===== config.mk =====
export PLATFORM = sky130hd
export DESIGN_NAME = i2s_clkgen
export DESIGN_NICKNAME = d
export VERILOG_FILES = /design/src/rtl/i2s_clkgen_pkg.sv /design/src/rtl/i2s_cfg_latch.sv /design/src/rtl/i2s_mck_div.sv /design/src/rtl/i2s_frame_timer.sv /design/src/rtl/i2s_clkgen.sv
export SDC_FILE = /design/constraint.sdc
export NUM_CORES = 1
export LEC_CHECK = 0
export BUFFER_PORTS_ARGS = -buffer_cell sky130_fd_sc_hd__buf_2
export CAP_MARGIN = 20
export CORE_ASPECT_RATIO = 1.1
export CORE_UTILIZATION = 60
export DETAILED_ROUTE_END_ITERATION = 16
export GPL_TIMING_DRIVEN = 1
export PLACE_DENSITY = 0.79
export SYNTH_ARGS = -nofsm -noshare
export SYNTH_HDL_FRONTEND = slang
export SYNTH_SLANG_ARGS = --single-unit

===== constraint.sdc =====
create_clock -name clk -period 18.8 [get_ports clk]
set_input_delay 2.82 -clock clk [delete_from_list [all_inputs] [get_ports clk]]
set_output_delay 2.82 -clock clk [all_outputs]
set_load 0.03 [all_outputs]

===== src/rtl/i2s_clkgen_pkg.sv =====
// Package: shared widths, configuration type and code decoders for the
// I2S clock generator. Assumes divisors up to 127 and ratios up to 512.
package i2s_clkgen_pkg;

    localparam int DIV_W   = 7;                 // widest divisor value (125)
    localparam int RATIO_W = 10;                // widest ratio value (512)
    localparam int WID_W   = 5;                 // widest sample width (24)
    localparam int FRAME_W = DIV_W + RATIO_W;   // reference cycles per frame
    localparam int HALF_W  = 7;                 // bit-clock half periods (<= 96)

    typedef enum logic [1:0] {
        CH_STEREO = 2'd0,
        CH_LEFT   = 2'd1,
        CH_RIGHT  = 2'd2,
        CH_RSVD   = 2'd3
    } chan_e;

    typedef struct packed {
        logic [2:0] div_code;
        logic [3:0] ratio_code;
        logic [1:0] width_code;
        chan_e      chan;
        logic       aligned;
    } clk_cfg_t;

    localparam clk_cfg_t CFG_DEFAULT = '{
        div_code:   3'd5,
        ratio_code: 4'd0,
        width_code: 2'd1,
        chan:       CH_STEREO,
        aligned:    1'b0
    };

    // Divider code to master-clock period in reference cycles.
    function automatic logic [DIV_W-1:0] div_of(input logic [2:0] code);
        case (code)
            3'd0:    return DIV_W'(8);
            3'd1:    return DIV_W'(10);
            3'd2:    return DIV_W'(15);
            3'd3:    return DIV_W'(16);
            3'd4:    return DIV_W'(21);
            3'd5:    return DIV_W'(32);
            3'd6:    return DIV_W'(63);
            default: return DIV_W'(125);
        endcase
    endfunction

    // Ratio code to ratio: even codes 32<<k, odd codes 48<<k, k = code/2.
    function automatic logic [RATIO_W-1:0] ratio_of(input logic [3:0] code);
        logic [RATIO_W-1:0] base;
        base = code[0] ? RATIO_W'(48) : RATIO_W'(32);
        return base << code[3:1];
    endfunction

    // Width code to sample width in bits: 8 * (code + 1).
    function automatic logic [WID_W-1:0] width_of(input logic [1:0] code);
        return WID_W'({code, 3'b000}) + WID_W'(8);
    endfunction

    // Legality of a requested setting.
    function automatic logic cfg_ok(input logic [3:0] ratio_code,
                                    input logic [1:0] width_code,
                                    input chan_e      chan);
        logic [RATIO_W-1:0] need;
        need = RATIO_W'(width_of(width_code)) << 1;
        return (ratio_code <= 4'd8) && (width_code != 2'd3) &&
               (chan != CH_RSVD) && (ratio_of(ratio_code) >= need);
    endfunction

endpackage


===== src/rtl/i2s_cfg_latch.sv =====
// Holds the configuration in use. The requested configuration is taken only
// on a frame-boundary load, and only when it is legal. Assumes load_i comes
// from the frame timer and is high for one cycle per frame start.
module i2s_cfg_latch
    import i2s_clkgen_pkg::*;
(
    input  logic     clk,
    input  logic     rst_n,
    input  logic     load_i,
    input  clk_cfg_t cfg_i,
    output clk_cfg_t act_o,
    output logic     lead_word_o,
    output logic     bad_o
);

    clk_cfg_t act_q;
    clk_cfg_t act_nxt;

    // Legality of the requested setting, independent of timing.
    assign bad_o = !cfg_ok(cfg_i.ratio_code, cfg_i.width_code, cfg_i.chan);

    // Value the active configuration takes at the next edge.
    always_comb begin
        act_nxt = act_q;
        if (load_i && !bad_o) begin
            act_nxt = cfg_i;
        end
    end

    // Whether the frame about to start opens with a left-word MSB.
    assign lead_word_o = act_nxt.aligned && (act_nxt.chan != CH_RIGHT);

    // Active configuration register.
    always_ff @(posedge clk) begin
        if (!rst_n) begin
            act_q <= CFG_DEFAULT;
        end else begin
            act_q <= act_nxt;
        end
    end

    assign act_o = act_q;

    p_hold_mid_frame_r10: assert property (@(posedge clk) disable iff (!rst_n)
        !load_i |=> $stable(act_q));

    p_bad_rejected_r11: assert property (@(posedge clk) disable iff (!rst_n)
        (load_i && bad_o) |=> $stable(act_q));

    p_good_taken_r10: assert property (@(posedge clk) disable iff (!rst_n)
        (load_i && !bad_o) |=> (act_q == $past(cfg_i)));

endmodule


===== src/rtl/i2s_mck_div.sv =====
// Integer master-clock divider. The output is high for floor(N/2) cycles and
// low for the rest of each period. A restart forces the counter to
// phase 0, so the master clock stays aligned to the frame start.
// Assumes div_i >= 2 and changes only in a restart cycle.
module i2s_mck_div
    import i2s_clkgen_pkg::*;
(
    input  logic             clk,
    input  logic             rst_n,
    input  logic             run_i,
    input  logic             restart_i,
    input  logic [DIV_W-1:0] div_i,
    output logic             mck_o
);

    logic [DIV_W-1:0] cnt_q;
    logic [DIV_W-1:0] cnt_n;
    logic [DIV_W-1:0] half;
    logic             mck_q;

    assign half = div_i >> 1;

    // Next phase of the period counter, wrapping at N-1.
    always_comb begin
        if (cnt_q == div_i - DIV_W'(1)) begin
            cnt_n = '0;
        end else begin
            cnt_n = cnt_q + DIV_W'(1);
        end
    end

    // Period counter and registered clock level.
    always_ff @(posedge clk) begin
        if (!rst_n || !run_i) begin
            cnt_q <= '0;
            mck_q <= 1'b0;
        end else if (restart_i) begin
            cnt_q <= '0;
            mck_q <= 1'b1;
        end else begin
            cnt_q <= cnt_n;
            mck_q <= (cnt_n < half);
        end
    end

    assign mck_o = mck_q;

    p_mck_rise_at_zero_r2: assert property (@(posedge clk) disable iff (!rst_n)
        (run_i && $rose(mck_q)) |-> (cnt_q == '0));

    p_mck_fall_at_half_r3: assert property (@(posedge clk) disable iff (!rst_n)
        (run_i && $past(run_i) && $fell(mck_q)) |-> (cnt_q == half));

    p_cnt_in_range_r2: assert property (@(posedge clk) disable iff (!rst_n)
        run_i |-> (cnt_q < div_i));

endmodule


===== src/rtl/i2s_frame_timer.sv =====
// Bit-clock and frame-clock timer, counted directly in reference cycles.
// Each cycle an accumulator adds 4W. Each time it passes the frame length
// (divisor x ratio), the bit clock toggles. This gives 4W half periods per
// frame for any ratio and divisor. The 4W-th toggle closes the frame and
// raises load_o. Assumes divisor x ratio >= 4W.
module i2s_frame_timer
    import i2s_clkgen_pkg::*;
(
    input  logic     clk,
    input  logic     rst_n,
    input  logic     run_i,
    input  clk_cfg_t act_i,
    input  logic     lead_word_i,
    output logic     load_o,
    output logic     sck_o,
    output logic     lrck_o,
    output logic     frame_o,
    output logic     word_o,
    output logic     active_o
);

    logic [FRAME_W-1:0] frame_len;
    logic [FRAME_W-1:0] acc_q;
    logic [FRAME_W:0]   acc_sum;
    logic [WID_W-1:0]   width;
    logic [HALF_W-1:0]  four_w;
    logic [HALF_W-1:0]  two_w;
    logic [HALF_W-1:0]  hb_q;
    logic [HALF_W-1:0]  k_next;
    logic [HALF_W-1:0]  left_slot;
    logic [HALF_W-1:0]  right_slot;
    logic               step;
    logic               frame_end;
    logic               left_on;
    logic               right_on;
    logic               started_q;
    logic               sck_q;
    logic               lrck_q;
    logic               frame_q;
    logic               word_q;

    // Frame geometry derived from the active configuration.
    assign width     = width_of(act_i.width_code);
    assign frame_len = FRAME_W'(div_of(act_i.div_code)) * FRAME_W'(ratio_of(act_i.ratio_code));
    assign four_w    = HALF_W'(width) << 2;
    assign two_w     = HALF_W'(width) << 1;

    // Toggle indices at which an active word's MSB slot begins.
    assign left_slot  = act_i.aligned ? HALF_W'(0) : HALF_W'(2);
    assign right_slot = act_i.aligned ? two_w : two_w + HALF_W'(2);
    assign left_on    = (act_i.chan != CH_RIGHT);
    assign right_on   = (act_i.chan != CH_LEFT);

    // Accumulator step decision and frame close.
    assign acc_sum   = {1'b0, acc_q} + (FRAME_W + 1)'(four_w);
    assign step      = (acc_sum >= {1'b0, frame_len});
    assign k_next    = hb_q + HALF_W'(1);
    assign frame_end = step && (k_next == four_w);
    assign load_o    = run_i && (!started_q || frame_end);

    // Timing state: accumulator, half-bit count, clocks and strobes.
    always_ff @(posedge clk) begin
        if (!rst_n || !run_i) begin
            started_q <= 1'b0;
            acc_q     <= '0;
            hb_q      <= '0;
            sck_q     <= 1'b0;
            lrck_q    <= 1'b0;
            frame_q   <= 1'b0;
            word_q    <= 1'b0;
        end else if (load_o) begin
            started_q <= 1'b1;
            acc_q     <= '0;
            hb_q      <= '0;
            sck_q     <= 1'b0;
            lrck_q    <= 1'b0;
            frame_q   <= 1'b1;
            word_q    <= lead_word_i;
        end else if (step) begin
            acc_q   <= FRAME_W'(acc_sum - {1'b0, frame_len});
            hb_q    <= k_next;
            sck_q   <= ~sck_q;
            frame_q <= 1'b0;
            if (k_next == two_w) begin
                lrck_q <= 1'b1;
            end
            word_q  <= (left_on && (k_next == left_slot)) ||
                       (right_on && (k_next == right_slot));
        end else begin
            acc_q   <= FRAME_W'(acc_sum);
            frame_q <= 1'b0;
            word_q  <= 1'b0;
        end
    end

    assign sck_o    = sck_q;
    assign lrck_o   = lrck_q;
    assign frame_o  = frame_q;
    assign word_o   = word_q;
    assign active_o = started_q;

    p_lrck_on_sck_low_r6: assert property (@(posedge clk) disable iff (!rst_n)
        !$stable(lrck_q) |-> !sck_q);

    p_frame_on_lrck_fall_r9: assert property (@(posedge clk) disable iff (!rst_n)
        ($fell(lrck_q) && started_q) |-> frame_q);

    p_frame_clocks_low_r9: assert property (@(posedge clk) disable iff (!rst_n)
        frame_q |-> (!lrck_q && !sck_q));

    p_word_on_sck_low_r7: assert property (@(posedge clk) disable iff (!rst_n)
        word_q |-> !sck_q);

    p_half_bits_bounded_r5: assert property (@(posedge clk) disable iff (!rst_n)
        started_q |-> (hb_q < four_w));

endmodule


===== src/rtl/i2s_clkgen.sv =====
// Top of the I2S master clock and frame generator. It joins the config
// latch, the master-clock divider and the frame timer. Assumes clk is the
// reference clock. In slave mode (master_en_i low) it holds everything idle
// and releases the clock pins.
module i2s_clkgen
    import i2s_clkgen_pkg::*;
(
    input  logic       clk,
    input  logic       rst_n,
    input  logic       master_en_i,
    input  logic [2:0] div_code_i,
    input  logic [3:0] ratio_code_i,
    input  logic [1:0] width_code_i,
    input  logic [1:0] chan_mode_i,
    input  logic       aligned_i,
    output logic       mck_o,
    output logic       mck_oe_o,
    output logic       sck_o,
    output logic       sck_oe_o,
    output logic       lrck_o,
    output logic       lrck_oe_o,
    output logic       frame_start_o,
    output logic       word_start_o,
    output logic       cfg_bad_o
);

    clk_cfg_t req_cfg;
    clk_cfg_t act_cfg;
    logic     load;
    logic     lead_word;
    logic     active;

    // Gather the requested setting into one record.
    always_comb begin
        req_cfg.div_code   = div_code_i;
        req_cfg.ratio_code = ratio_code_i;
        req_cfg.width_code = width_code_i;
        req_cfg.chan       = chan_e'(chan_mode_i);
        req_cfg.aligned    = aligned_i;
    end

    i2s_cfg_latch u_cfg (
        .clk         (clk),
        .rst_n       (rst_n),
        .load_i      (load),
        .cfg_i       (req_cfg),
        .act_o       (act_cfg),
        .lead_word_o (lead_word),
        .bad_o       (cfg_bad_o)
    );

    i2s_mck_div u_mck (
        .clk       (clk),
        .rst_n     (rst_n),
        .run_i     (master_en_i),
        .restart_i (load),
        .div_i     (div_of(act_cfg.div_code)),
        .mck_o     (mck_o)
    );

    i2s_frame_timer u_frame (
        .clk         (clk),
        .rst_n       (rst_n),
        .run_i       (master_en_i),
        .act_i       (act_cfg),
        .lead_word_i (lead_word),
        .load_o      (load),
        .sck_o       (sck_o),
        .lrck_o      (lrck_o),
        .frame_o     (frame_start_o),
        .word_o      (word_start_o),
        .active_o    (active)
    );

    // Pin drivers are enabled only while a master stream is running.
    assign mck_oe_o  = active;
    assign sck_oe_o  = active;
    assign lrck_oe_o = active;

    p_slave_quiet_r12: assert property (@(posedge clk) disable iff (!rst_n)
        !master_en_i |=> (!mck_o && !mck_oe_o && !sck_oe_o && !lrck_oe_o));

endmodule


Yosys cells after proc, flatten, opt, wreduce, memory -nomap -nowiden. Cells that the tools add are included.

$add $sub $neg: 8. $mul: 1. $lt $le $gt $ge: 4. Equal/unequal tests: 16. Shift-type cells: 2. Multiplexer cells: 12. Bitwise operators: 1. Reductions and logical operators: 19.

Operator list (number): 7-bit case mux with 7 select lines (1); 7-bit equality test (4); 6-bit by 3-bit left shift with 10-bit output (2); 17-bit by 7-bit adder with 18-bit output (1); 18-bit by 17-bit greater-or-equal comparator with 1-bit output (1); 7-bit by 10-bit multiplier with 17-bit output (1); 17-bit two-way mux (1); 17-bit subtractor (1); 7-bit by 1-bit adder with 7-bit output, second input constant (2); 7-bit two-way mux (2); 5-bit by 4-bit adder with 5-bit output, second input constant (2); 10-bit by 6-bit greater-or-equal comparator with 1-bit output (1); 5-bit two-way mux (2); 3-bit equality test, second input constant (3); 1-bit logical AND (9); 2-bit inequality test, second input constant (4); 6-bit by 2-bit adder with 7-bit output, second input constant (1); 7-bit by 6-bit equality test with 1-bit output (1); 7-bit by 6-bit < comparator with 1-bit output (1); 7-bit by 1-bit subtractor with 7-bit output, second input constant (1); 3-bit by 2-bit equality test with 1-bit output, second input constant (2); 4-bit <= comparator, second input constant (1); 1-bit zero test (4); 1-bit two-way mux (4); 9 further kinds (11).

Flip-flop bits (word level): 49. Input port bits: 15. Output and inout port bits: 9.

Depth between registers and ports, before layout.
Depth after elaboration: 12. Mapped depth: 27. Gate-level depth less buffers: 25.

Modules after synthesis. Synthesis repeated with hierarchy kept, for this count alone.

Cell total of the unflattened synthesis: 601. Area total of the unflattened synthesis: 4850.9 um^2.

Modules (own cells, without submodules): i2s_frame_timer (times used 1, cells each 430, area each 3412.0 um^2); i2s_mck_div (times used 1, cells each 83, area each 681.9 um^2); i2s_cfg_latch (times used 1, cells each 75, area each 676.9 um^2); i2s_clkgen (times used 1, cells each 13, area each 80.1 um^2).

Least setup slack after synthesis. No wires, ideal clock.

Path type: input -> output. Start point: input port ratio_code_i[1]. End point: output port cfg_bad_o. Data arrival time: 3.834 ns. Data required time: 15.980 ns. Path slack: 12.146 ns. Cell stages on the path: 6. Buffers on the path: 0. Cell sequence: nor3_1 -> nand2_1 -> ha_1 -> o21ai_0 -> a31oi_1 -> inv_1.

Word-level cells in the longest chain between the ends: 5. Elaborated cells between the ends (all ways): 7.

RTL lines: start, declared (line i2s_clkgen.sv:12) `input logic [3:0] ratio_code_i,`; parallel branches: the longest is 3 deep, another holds 10-bit by 6-bit greater-or-equal comparator with 1-bit output; 1-bit logical AND (*) (line i2s_clkgen_pkg.sv:67) `(chan != CH_RSVD) && (ratio_of(ratio_code) >= need);`; 1-bit zero test (*) (line i2s_cfg_latch.sv:20) `assign bad_o = !cfg_ok(cfg_i.ratio_code, cfg_i.width_code, cfg_i.chan);`; end, declared (line i2s_clkgen.sv:24) `output logic cfg_bad_o`.

Mark *: on every way between the ends.

Final worst setup path.
Start point: register u_cfg.act_q (netlist bit u_cfg.act_o[9]). End point: register u_frame.acc_q[16].

Word-level cells in the longest chain between the ends: 8. Elaborated cells between the ends (all ways): 16.

RTL lines: start, declared (line i2s_cfg_latch.sv:16) `clk_cfg_t act_q;`; start signal, assigned (line i2s_cfg_latch.sv:38) `act_q <= act_nxt;`; 3-bit equality test, or another cell as far along (line i2s_clkgen_pkg.sv:36) `case (code)`; 7-bit case mux with 7 select lines (*) (line i2s_clkgen_pkg.sv:36); 7-bit by 10-bit multiplier with 17-bit output (*) (line i2s_frame_timer.sv:44) `assign frame_len = FRAME_W'(div_of(act_i.div_code)) * FRAME_W'(ratio_of(act_i.ratio_code));`; 18-bit by 17-bit greater-or-equal comparator with 1-bit output (line i2s_frame_timer.sv:56) `assign step = (acc_sum >= {1'b0, frame_len});`; 1-bit logical AND (line i2s_frame_timer.sv:58) `assign frame_end = step && (k_next == four_w);`; 1-bit logical OR (line i2s_frame_timer.sv:59) `assign load_o = run_i && (!started_q || frame_end);`; 1-bit logical AND (line i2s_frame_timer.sv:59); 2-bit OR reduction (no source line); end signal, assigned (line i2s_frame_timer.sv:80) `acc_q <= FRAME_W'(acc_sum - {1'b0, frame_len});`; end signal, assigned (line i2s_frame_timer.sv:90) `acc_q <= FRAME_W'(acc_sum);`; end, declared (line i2s_frame_timer.sv:23) `logic [FRAME_W-1:0] acc_q;`.

Mark *: on every way between the ends. The rest lies on a longest branch, timed or not. A chain may end at the register's enable or synchronous reset.

==> results.toml <==
[status]
run_status = "finished clean"

[setup_path]
cp-end-kind = "flop"
cp.arrival_ns = 7.77
critical_path_class = "flop to flop"
start_kind = "flop"
worstReg2RegEnd = "u_frame.acc_q[16]"
crit_start = "u_cfg.act_o[9]"
worstPathRequired_ns = 19.01
r2r_slack_ns = 11.24
reg2reg_depth = 22
r2r-start = "u_cfg.act_o[9]"
path_max_fanout = 24

[routing]
wl_per_cell_um = 14.6
wirelength_um = 10300
first_pass_iters = 4
vias = 4155
final_antenna_net_count = 0
drc = 0
drtIter0Drc = 179
routed_via_density = 5.90

[timing]
drv_slew = 0
setup_slack_ns = 11.24
clock_skew_ns = 0.0169
slew_headroom = 0.291
setup_viol_count_final = 0
max_freq_mhz = 132
hold_viol_final = 0
tightest_slew_ns = 1.06
rsz0062_at_grt = "false"
setup_tns_ns = 0
fin_crit_sh = 0.402
min_period_ns = 7.56

[layout]
n_antenna_cell = 0
finalNetCount = 690
syn2layout_area_growth_pct = 5.26
nFillCells = 688
drive_gt1_frac = 0.0973

[synthesis]
synth_top_area_share = 0.185
synth_nets = 684
postSynthAreaPerCell_sq_um = 8.28
ys.warnings.count = 0
yosysSeqAreaShare = 0.185
synthCells = 589
yosys-top-cells-count = "61 x nor2_1, 60 x ha_1, 48 x inv_1"
yosysTopAreaCell = "dfxtp_1"
synth_flop_cell = "dfxtp_1"
ys_top_cells_by_area = "dfxtp_1 18%, ha_1 15%, fa_1 8.2%"
synth_most_common_cell = "nor2_1"
ys_async_sr_fraction = 0
synth_edf_count = 0
syn_area_sq_mm = 0.00488
ys_types = 60
synth-seq-cells = 45

[die]
die_x_um = 88.0
initial_core_util = 0.617
core.rowCount = 34
die_h_um = 96.6
core_sq_mm = 0.00791
dieArea_sq_mm = 0.00850
io_pins = 24

[hold_path]
hold_path_depth = 2
whs_endpoint = "u_frame.lrck_o"
min_from = "u_frame.lrck_o"
hp-class = "flop to flop"

[grt]
antenna_found_initial = 0
track_usage = 0.253
grt_pass1_wl_um = 17100
grt_overflow = 0
grt_pass1_vias = 3875
grt_max_degree = 40

[clock_network]
clock-sinks = 45
cts-root-buf = "clkbuf_8"
cts_made_buffers = 5
cts_setup_buffers = 0
hold_buffers = 0
clk_pin_slew_ns = 0.10
cts_tree = "yes"
post_cts_resized = 0
clockBufferDepth = 2
clk_latency_ns = 0.30
cts_htree_levels = 2

[placement]
post-place-ws_ns = 11.29
hpwl_um = 8170
port_buffers = 23
place_congestion = 0.862

[power_and_ir_drop]
peakVddDrop_v = 0.0000457
power.density_mw_per_mm2 = 55.8
p_leak_uw = 0.00238

[flow_run]
maxCapViolations = 0
[worst max path at each step]
stage | to | slack [ns] | cells past startpoint
5_1_grt | u_frame.acc_q[16] | 10.58 | 22
2_1_floorplan | cfg_bad_o | 12.15 | 6
4_1_cts | u_frame.acc_q[16] | 11.27 | 22
3_3_place_gp | u_frame.acc_q[16] | 11.61 | 22
3_5_place_dp | u_frame.acc_q[16] | 11.29 | 22
6_report | u_frame.acc_q[16] | 11.24 | 22
[stage by stage]
stage / cells / power, uW / util / area [sq um] / hold WS [ns]
finish: 704 / 287 / 0.649 / 5140 / 0.493
global route: 704 / 305 / 0.649 / 5140 / 0.559
CTS: 704 / 287 / 0.649 / 5140 / 0.501
detailed placement: 696 / 211 / 0.634 / 5020 / 0.478
global placement: 696 / 209 / 0.634 / 5020 / 0.472
floorplan: 589 / 190 / - / 4880 / 0.495
[critical path: stages, from the launching register on]
cell,delay [ns]
dfxtp_1,0.53
nand2b_1,0.16
a21oi_1,0.57
nor2_1,0.17
fa_1,0.49
ha_1,0.29
inv_1,0.05
fa_1,0.49
fa_1,0.51
inv_1,0.04
ha_1,0.29
inv_1,0.08
o21ai_0,0.12
a2111o_1,0.45
a31o_2,0.24
a21oi_1,0.17
xor2_1,0.10
ha_1,0.22
o41ai_1,0.66
nand3b_1,0.24
o211ai_4,0.32
nand3_1,0.79
nor4_1,0.47
[flip-flops by register name, summed over array words and instances, names as in the netlist, 7 cells and up]
signal and count:
u_frame.acc_q 13, u_cfg.act_o 12, u_frame.hb_q 7, u_mck.cnt_q 7
[cells by family (layout without fill, tap and decap cells)]
logic type / count (synthesis) / in the layout / synth area share
AOI/OAI and AO/OA: 108 / 108 / 0.161
adders and majority gates: 80 / 80 / 0.236
xor gates and xnor gates: 50 / 50 / 0.0928
and+or+nand+nor: 216 / 216 / 0.228
buffers and inverters: 72 / 79 / 0.0597
DFF: 45 / 45 / 0.185
muxes: 18 / 18 / 0.0374
[power breakdown]
part           internal (uW)  switching, uW  total [uW]
registers               98.1           4.50         103
logic                   41.9           66.0         108
clock network           40.5           35.8        76.3
[cell type report]
cell class,instances,area (sq um),share of cell area
multi-input combinational,472,3690,0.718
sequential,45,901,0.175
inverter,48,180,0.0351
tap,108,135,0.0263
timing repair buffer,23,115,0.0224
clock buffer,5,68.8,0.0134
clock inverter,3,48.8,0.00950
[layer usage]
| metal | vias up | wire length [um] | global-route usage |
|---|---|---|---|
| met4 | 0 | 131 | 0.0669 |
| met2 | 66 | 5340 | 0.462 |
| li1 | 2095 | - | - |
| met3 | 10 | 254 | 0.0306 |
| met1 | 1984 | 4540 | 0.312 |
| met5 | - | 0 | 0 |
[layout by cell type (no fill, tap or decap), drive strengths merged, types with 7 or more instances in the layout]
master and n:
o211ai 7, dfxtp 45, fa 20, a21oi 29, buf 23, mux2i 16, nor2 62, nand2 37
and4b 7, xor2 25, nand2b 8, ha 60, nand3 31, or2 13, nor3 15, xnor2 25
a211oi 8, o21ai 14, inv 49, nor2b 7, o21a 8, a311o 10
Note: power is estimated with default switching activity, not from simulation.
